### src/rtl/mbar_sleep_ctrl.sv
module mbar_sleep_ctrl #(
  parameter int PC_W     = 32,
  parameter int CNT_W    = 4,
  parameter int WAKE_W   = 2,
  parameter bit USE_MMU  = 1'b1,
  parameter bit COHERENT = 1'b0
) (
  input  logic              clk,
  input  logic              rst_n,
  input  logic              issue,
  input  logic [4:0]        imm,
  input  logic [PC_W-1:0]   pc_i,
  input  logic              user_mode,
  input  logic              i_acc,
  input  logic              i_rsp,
  input  logic              d_acc,
  input  logic              d_rsp,
  input  logic [WAKE_W-1:0] wakeup,
  output logic              stall,
  output logic              done,
  output logic              flush,
  output logic [PC_W-1:0]   pc_o,
  output logic              sleep_o,
  output logic              hibernate_o,
  output logic              suspend_o,
  output logic              priv_exc,
  output logic [4:0]        exc_cause
);
  localparam int LAT      = COHERENT ? 8 : 2;
  localparam int TAIL_INI = (LAT > 2) ? LAT - 3 : 0;
  localparam logic [4:0] EC_PRIV = 5'd7;

  typedef enum logic [2:0] {S_IDLE, S_DRAIN, S_TAIL, S_FIN, S_LP, S_EXC} st_t;
  st_t state;

  logic [CNT_W-1:0] i_cnt, d_cnt;
  logic [3:0]       tcnt;
  logic [PC_W-1:0]  pc_hold;
  logic             wait_i, wait_d, do_flush;
  logic [1:0]       lpm;

  wire priv_hit = USE_MMU && imm[4] && user_mode;
  wire drained  = (!wait_i || i_cnt == '0) && (!wait_d || d_cnt == '0);

  always_ff @(posedge clk) begin
    if (!rst_n) begin
      i_cnt <= '0;
      d_cnt <= '0;
    end else begin
      if (i_acc && !i_rsp) i_cnt <= i_cnt + CNT_W'(1);
      else if (i_rsp && !i_acc) i_cnt <= i_cnt - CNT_W'(1);
      if (d_acc && !d_rsp) d_cnt <= d_cnt + CNT_W'(1);
      else if (d_rsp && !d_acc) d_cnt <= d_cnt - CNT_W'(1);
    end
  end

  always_ff @(posedge clk) begin
    if (!rst_n) begin
      state     <= S_IDLE;
      tcnt      <= '0;
      pc_hold   <= '0;
      pc_o      <= '0;
      wait_i    <= 1'b0;
      wait_d    <= 1'b0;
      do_flush  <= 1'b0;
      lpm       <= 2'b00;
      exc_cause <= '0;
    end else begin
      case (state)
        S_IDLE: if (issue) begin
          pc_hold <= pc_i;
          if (priv_hit) begin
            exc_cause <= EC_PRIV;
            state     <= S_EXC;
          end else begin
            wait_i   <= !imm[0] || (imm[4:3] != 2'b00);
            wait_d   <= !imm[1] || (imm[4:3] != 2'b00);
            do_flush <= (imm[1:0] == 2'b10);
            lpm      <= imm[4:3];
            state    <= S_DRAIN;
          end
        end
        S_DRAIN: if (drained) begin
          if (LAT == 2) begin
            pc_o  <= pc_hold + PC_W'(4);
            state <= S_FIN;
          end else begin
            tcnt  <= 4'(TAIL_INI);
            state <= S_TAIL;
          end
        end
        S_TAIL: if (tcnt == '0) begin
          pc_o  <= pc_hold + PC_W'(4);
          state <= S_FIN;
        end else begin
          tcnt <= tcnt - 4'd1;
        end
        S_FIN:   state <= (lpm != 2'b00) ? S_LP : S_IDLE;
        S_LP:    if (|wakeup) state <= S_IDLE;
        default: state <= S_IDLE;
      endcase
    end
  end

  assign done        = (state == S_FIN);
  assign flush       = done && do_flush;
  assign priv_exc    = (state == S_EXC);
  assign sleep_o     = (state == S_LP) && (lpm == 2'b10);
  assign hibernate_o = (state == S_LP) && (lpm == 2'b01);
  assign suspend_o   = (state == S_LP) && (lpm == 2'b11);
  assign stall       = (state == S_DRAIN) || (state == S_TAIL) || (state == S_LP) ||
                       (done && lpm != 2'b00);

  wire any_lp = sleep_o || hibernate_o || suspend_o;

  a_r6_one_lp: assert property (@(posedge clk) disable iff (!rst_n)
    $onehot0({sleep_o, hibernate_o, suspend_o}));
  a_r6_lp_after_done: assert property (@(posedge clk) disable iff (!rst_n)
    $rose(any_lp) |-> $past(done));
  a_r3_flush_in_done: assert property (@(posedge clk) disable iff (!rst_n)
    flush |-> done);
  a_r8_exc_alone: assert property (@(posedge clk) disable iff (!rst_n)
    priv_exc |-> (!done && !flush && !any_lp && exc_cause == EC_PRIV));
  a_r7_wake_release: assert property (@(posedge clk) disable iff (!rst_n)
    (any_lp && |wakeup) |=> (!any_lp && !stall));
  a_r4_done_pulse: assert property (@(posedge clk) disable iff (!rst_n)
    done |=> !done);
  a_r1_drain_before_done: assert property (@(posedge clk) disable iff (!rst_n)
    $rose(done) |-> $past(!wait_i || i_cnt == '0 || state != S_DRAIN));
endmodule

### config.mk
export PLATFORM = sky130hd
export DESIGN_NAME = mbar_sleep_ctrl
export DESIGN_NICKNAME = d
export VERILOG_FILES = /design/src/rtl/mbar_sleep_ctrl.sv
export SDC_FILE = /design/constraint.sdc
export NUM_CORES = 1
export LEC_CHECK = 0
export ABC_AREA = 1
export BUFFER_PORTS_ARGS = -buffer_cell sky130_fd_sc_hd__buf_2
export CORE_MARGIN = 10
export CORE_UTILIZATION = 49
export DETAILED_ROUTE_END_ITERATION = 12
export GPL_ROUTABILITY_DRIVEN = 0
export MAX_ROUTING_LAYER = met4
export PLACE_DENSITY = 0.82
export SETUP_SLACK_MARGIN = 0.15
export SYNTH_ARGS = -nofsm -noshare
export SYNTH_HDL_FRONTEND = slang
export SYNTH_SLANG_ARGS = --single-unit
### constraint.sdc
create_clock -name clk -period 1.9 [get_ports clk]
set_input_delay 0 -clock clk [delete_from_list [all_inputs] [get_ports clk]]
set_output_delay 0 -clock clk [all_outputs]
set_load 0.02 [all_outputs]
==> results.ini, run 1 <==
[outcome]
run_status = finished, final reports clean

[worst_setup_path]
crit_top_cell = nand2_1
cp.arrival_ns = 1.87
path_max_fanout = 5
slowest_delay_ns = 0.44
cp-end-kind = flip-flop
cp-start-kind = flip-flop
crit_chain = nand2_1, nor2_1, nand2_1, nor2_4, nand2_1, nand2_1, nand2_1, nor2_1, nor2_1
reg2reg_from = pc_hold[13]
reg2reg_to = pc_o[26]
reg2reg_slack_ns = 0.30
cp_slowest_cell = dfxtp_1
required_ns = 2.17
critPathKind = reg2reg
reg2regPathDepth = 9

[global_routing]
antenna_found_initial = 0
grt_pass1_wl_um = 20900
grt_max_degree = 59
grt_pass1_vias = 4645
grt_remaining_overflow = 0
grt_util_all_layers_pct = 19.6

[hold_path]
holdCritStartpoint = pc_i[19]
hold_depth = 3
min_to = pc_hold[19]
hold_path_class = in2reg

[sta]
rsz0062_at_grt = true
skew_ns = 0.00957
fin_crit_sh_pct = 84.3
finalSetupViolations = 0
fmax_ghz = 0.625
setup-tns-final_ns = 0
layout_setup_ws_ns = 0.299
period_minus_slack_ns = 1.60
tightestPinTransition_ns = 0.623
slew_violations = 0
slew_headroom_pct = 58.4
hold_violations = 0

[detailed_routing]
drc = 0
wirelength_um = 12600
first_iter_violations = 296
antenna_left = 0
wire_per_inst_um = 13.6
dr.pass1.iters = 5
viasPerCell = 5.06
num_vias = 4678

[cells_and_area]
utilization_pct = 63.4
drive_above_1_share_pct = 16.1
syn_to_final_growth_pct = 25.5
nets = 868
antenna-diode-count = 0
design_area_sq_um = 5560

[floorplanning]
ios = 91
die_w_um = 115
die_h_um = 115
start_util_pct = 50.5
row_count = 34
dieArea_sq_um = 13200
coreArea_sq_um = 8760

[clocking]
clock_path_buffers = 2
cts_tree = built
cts_root_buf = clkbuf_8
h-tree-depth = 3
postCtsSetupRepairBufs = 0
clock_sinks = 85
insertion_delay_ns = 0.37
clk_pin_slew_ns = 0.09
cts_made_buffers = 9

[run]
cap_viol_max_count = 0

[yosys]
async_flop_share_pct = 0
synth_most_common_cell = nand2_1
synth_ff_type = dfxtp_1
synth_cell_types = 29
ys_seq_area_share_pct = 38.4
yosys-top-cells-count = nand2_1, nor2_1, inv_1
syn_area_sq_um = 4430
synth_top_cell_by_area = dfxtp_1
synth.area.top_cells = dfxtp_1, nand2_1, nor2_1
ys_ff_latch = 85
synth_edf_count = 0
syn_inst = 692
avgSynthCellArea_sq_um = 6.40
ys_warn_count = 0
synthDominantCellAreaShare_pct = 38.4

[power_and_ir_drop]
power_density_nw_per_um2 = 1060
power.switching_uw = 2350
p_clk_share_pct = 22.7
switching_share_pct = 39.8
combPwrFrac_pct = 35.9
finalPower_uw = 5900
p_leak_uw = 0.00257
intPower_uw = 3550
ir_drop_v = 0.000448
p_seq_share_pct = 41.4

[place]
dp_hpwl_um = 9040
place_ws_ns = 0.179
port_buffers = 87
place_area_sq_um = 4940

-- state kept, by name (all words and copies together), names as in the netlist --
signal / count
pc_hold: 32
state: 3
do_flush: 1
d_cnt: 4
wait_d: 1
pc_o: 32
lpm: 2
exc_cause: 1
i_cnt: 4
wait_i: 1
tcnt: 4
-- cell families (layout without fill, tap and decap cells) --
| family | Yosys count | in the layout | share of synthesized area, % |
|---|---|---|---|
| flops | 85 | 85 | 38.4 |
| fa+ha+maj | 10 | 10 | 3.17 |
| buf+inv | 117 | 240 | 10.6 |
| simple gates | 347 | 347 | 31.7 |
| xor+xnor | 11 | 11 | 2.18 |
| compound gates | 121 | 121 | 13.8 |
| other cells | 1 | 2 | 0.0847 |
-- repair_timing --
item	CTS	global route
hold buffers	39	0
setup endpoints to repair	2	14
endpoints found under the hold margin	37	0
gates resized for setup	1	7
-- power by group through the flow --
stage / Clock [uW] / Combinational (uW) / Sequential [uW]
floorplan: 0 / 1230 / 2670
global placement: 0 / 2000 / 2460
detailed placement: 0 / 2050 / 2470
CTS: 1360 / 2120 / 2440
global route: 1430 / 2400 / 2490
finish: 1340 / 2120 / 2440
-- layer usage --
| layer | global-route usage (%) | part of all wire [%] | vias to the layer above |
|---|---|---|---|
| met4 | 7.01 | 1.9 | 0 |
| met3 | 3.07 | 6.0 | 25 |
| li1 | - | - | 2393 |
| met1 | 22.1 | 41 | 2106 |
| met2 | 34.4 | 51 | 154 |
| met5 | - | 0 | - |
-- worst max-delay path: cells and delay by family, from the launching register on --
family           cells  cell delay, ns
and+or+nand+nor      9            1.06
DFF                  1            0.44
-- cells in the final DEF, fill, tap and decap left out, drive strengths merged, types with 8 or more instances in the layout --
cell,count
nor2,112
inv,94
nand2,190
dlygate4sd3,39
dfxtp,85
nor3,8
nand3,29
buf,94
a21oi,66
clkbuf,9
o21ai,54
ha,8
-- worst max path at each step --
stage / cells after the start / start / slack (ns) / to
global route: 9 / pc_hold[10] / 0.15 / pc_o[26]
detailed placement: 10 / pc_hold[3] / 0.18 / pc_o[22]
finish: 9 / pc_hold[13] / 0.30 / pc_o[26]
global placement: 10 / pc_hold[2] / 0.26 / pc_o[22]
floorplan: 6 / state[0] / 0.37 / state[2]
CTS: 10 / pc_hold[3] / 0.21 / pc_o[26]
-- through the flow --
step	std cells	hold slack (ns)
after detailed placement	869	0.234
after global routing	924	0.0211
final	924	0.0183
after floorplan	693	0.135
after CTS	924	0.0492
after global placement	869	0.226
-- final cells by class --
cell class,count,area (sq um)
Inverter,91,342
Clock inverter,7,80.1
Fill cell,786,3210
Timing Repair Buffer,133,895
Multi-Input combinational cell,491,2280
Clock buffer,9,124
Tap cell,108,135
Sequential cell,85,1700
(Power assumes the default switching activity.)
==> run 2, diff against run 1 <==
ABC_AREA = 0   (was 1)
PLACE_DENSITY = 0.85   (was 0.82)
clock period = 1.45 ns   (was 1.9 ns; I/O delays follow)
==> run 2 against run 1 <==
Net effect:
- combinational power up 110%
- clock skew up 0.011 ns
- first-iteration DRC count up 98%
- critical endpoint is now pc_o[0]
- fmax down 19%
- area after synthesis down 9.9%
- register-to-register slack worse by 0.83 ns
- critical path depth unchanged
- final cell count down 11%
- the flow now finishes with violations (negative setup slack)
- design area up 29%
- total power up 62%
==> results.ini, run 2 <==
[outcome]
run_status = complete, but fails checks
violations = negative setup slack

[clocking]
cts_root_buf = clkbuf_8
cts_made_buffers = 9  ; unchanged
h-tree-depth = 3  ; unchanged
cts_tree = built
clock_path_buffers = 2  ; unchanged
insertion_delay_ns = 0.39  ; +0.02 ns
clk_pin_slew_ns = 0.10  ; about the same
clock_sinks = 85  ; unchanged

[detailed_routing]
num_vias = 5370  ; +15%
wire_per_inst_um = 27.0  ; +98%
first_iter_violations = 585  ; +98%
drc = 0  ; unchanged
viasPerCell = 6.56  ; +30%
antenna_left = 0  ; unchanged
wirelength_um = 22100  ; +76%
dr.pass1.iters = 6  ; +1

[yosys]
synth.area.top_cells = dfxtp_1, nand2_1, a21oi_1
synth_cell_types = 46  ; +59%
synth_edf_count = 0  ; unchanged
avgSynthCellArea_sq_um = 8.34  ; +30%
ys_warn_count = 0  ; unchanged
synthDominantCellAreaShare_pct = 42.7  ; +4.2 points
synth_top_cell_by_area = dfxtp_1
synth_ff_type = dfxtp_1
yosys-top-cells-count = dfxtp_1, nand2_1, a21oi_1
ys_seq_area_share_pct = 42.7  ; +4.2 points
syn_inst = 478  ; -31%
async_flop_share_pct = 0  ; unchanged
ys_ff_latch = 85  ; unchanged
syn_area_sq_um = 3990  ; -9.9%

[cells_and_area]
reg.largest.list = pc_hold x32, pc_o x32
layout_common_cells = buf_2, dfxtp_1, buf_4, nand2_1, dlygate4sd3_1
utilization_pct = 91.6  ; +28 points
syn_to_final_growth_pct = 79.4
nets = 766  ; -12%
instances_no_fill = 819  ; -11%
design_area_sq_um = 7150  ; +29%
drive_above_1_share_pct = 51.0  ; +35 points
mostFrequentLayoutCell = buf_2

[worst_setup_path]
reg2reg_from = tcnt[1]
cp-end-kind = flip-flop
cp-start-kind = flip-flop
path_max_fanout = 4  ; -1
critPathKind = reg2reg
reg2reg_to = pc_o[0]
required_ns = 1.72  ; -0.45 ns
cp.arrival_ns = 2.25  ; +0.38 ns
reg2reg_slack_ns = -0.53  ; -0.83 ns
crit_end = pc_o[0]
reg2regPathDepth = 9  ; unchanged
worstSetupStartpoint = tcnt[1]

[sta]
layout_setup_ws_ns = -0.532  ; -0.831 ns
fin_crit_sh_pct = 137  ; +52 points
skew_ns = 0.0208  ; +0.0113 ns
hold_violations = 0  ; unchanged
fmax_ghz = 0.505  ; -19%
rsz0062_at_grt = true
slew_violations = 0  ; unchanged
period_minus_slack_ns = 1.98  ; +0.381 ns
finalSetupViolations = 82  ; +82

[global_routing]
antenna_found_initial = 0  ; unchanged
grt_util_all_layers_pct = 28.9  ; +9.3 points
grt_remaining_overflow = 0  ; unchanged
grt_pass1_wl_um = 26400  ; +26%
grt_max_degree = 48  ; -19%
grt_pass1_vias = 5044  ; +8.6%

[floorplanning]
row_count = 32  ; -5.9%
die_w_um = 110  ; -4.2%
coreArea_sq_um = 7810  ; -11%
die_h_um = 110  ; -4.2%
ios = 91  ; unchanged
start_util_pct = 51.1  ; +0.58 points
dieArea_sq_um = 12100  ; -8.2%

[hold_path]
hold_path_class = in2reg

[place]
dp_cells = 710  ; -18%
port_buffers = 87  ; unchanged
place_area_sq_um = 5150  ; +4.3%
dp_hpwl_um = 8430  ; -6.7%

[power_and_ir_drop]
ir_drop_v = 0.000783  ; +75%
power_density_nw_per_um2 = 1330  ; +26%
p_leak_uw = 0.00311  ; +21%

[run]
cap_viol_max_count = 0  ; unchanged

## run 2: changes by cell type after synthesis, sizes merged, moves of 8 or more
cell	before	now
nand3	29	15
xnor2	5	23
clkbuf	9	18
inv	91	11
nand2	190	85
a21oi	66	56
o211a	0	8
a211oi	0	8
o21ai	54	19
nor2	112	39
## run 2: what timing repair did
| action | 4_1_cts | 5_1_grt |
|---|---|---|
| gates cloned | 8 | 3 |
| pin swaps | 48 | 37 |
| hold buffers | 38 | 0 |
| setup buffers | 22 | 19 |
| setup endpoints to repair | 84 | 89 |
| endpoints found under the hold margin | 38 | 0 |
| resized for setup | 110 | 85 |
## run 2: stage by stage
stage	hold slack, ns	total power (uW)	setup TNS, ns	setup WS (ns)
floorplan	0.109	4490	-3.66	-0.328
detailed placement	0.219	5350	-9.61	-0.315
global placement	0.207	5230	-6.92	-0.269
CTS	0.0504	8240	-10.69	-0.311
global route	0.0481	9730	-26.50	-0.602
finish	0.0510	9540	-23.49	-0.532
## run 2: kinds of logic (layout without fill, tap and decap cells)
family                     after synthesis  in the layout  share of synthesized area (%)
other                                    1              5                         0.0940
muxes                                    7              7                           1.76
DFF                                     85             85                           42.7
AOI/OAI and AO/OA                      106            106                           16.3
and+or+nand+nor                        191            191                           23.2
adders and majority gates               10             10                           3.51
buffers and inverters                   45            280                           5.21
xor gates and xnor gates                33             33                           7.25
## run 2: final cells by class
cell class	instances	area (sq um)
Antenna cell	3	7.51
Fill cell	273	653
Timing Repair Buffer	252	2310
Clock inverter	5	81.3
Inverter	12	45.0
Multi-Input combinational cell	349	2710
Tap cell	102	128
Sequential cell	85	1730
Clock buffer	11	153
## run 2: power breakdown
group / total (uW) / switching, uW / leakage (uW) / internal [uW]
Clock: 2100 / 1020 / 0.000115 / 1080
Combinational: 4370 / 2220 / 0.00229 / 2150
Sequential: 3070 / 346 / 0.000703 / 2730
Total: 9540 / 3590 / 0.00311 / 5950
## run 2: worst min-delay path by stage
stage / start / endpoint / slack [ns] / depth (start not counted)
detailed placement: imm[0] / wait_i / 0.22 / 2
finish: user_mode / exc_cause[0] / 0.05 / 3
global route: user_mode / exc_cause[0] / 0.05 / 3
CTS: imm[4] / exc_cause[0] / 0.05 / 3
global placement: imm[0] / wait_i / 0.21 / 2
floorplan: imm[1] / wait_d / 0.11 / 1
## run 2: worst max-delay path, stage by stage (launching register included)
cell      delay [ns]
dfxtp_2         0.34
inv_2           0.11
ha_4            0.15
nor3b_4         0.22
nand3b_1        0.19
a21oi_4         0.27
buf_6           0.13
buf_6           0.12
mux2i_1         0.26
nor2_1          0.09
## run 2: routing by layer
layer	share of wire, %	GRT usage [%]	vias to the layer above
li1	-	-	2110
met5	0	-	-
met4	10	17.4	0
met1	33	30.1	2485
met2	47	48.8	542
met3	9.7	6.91	233
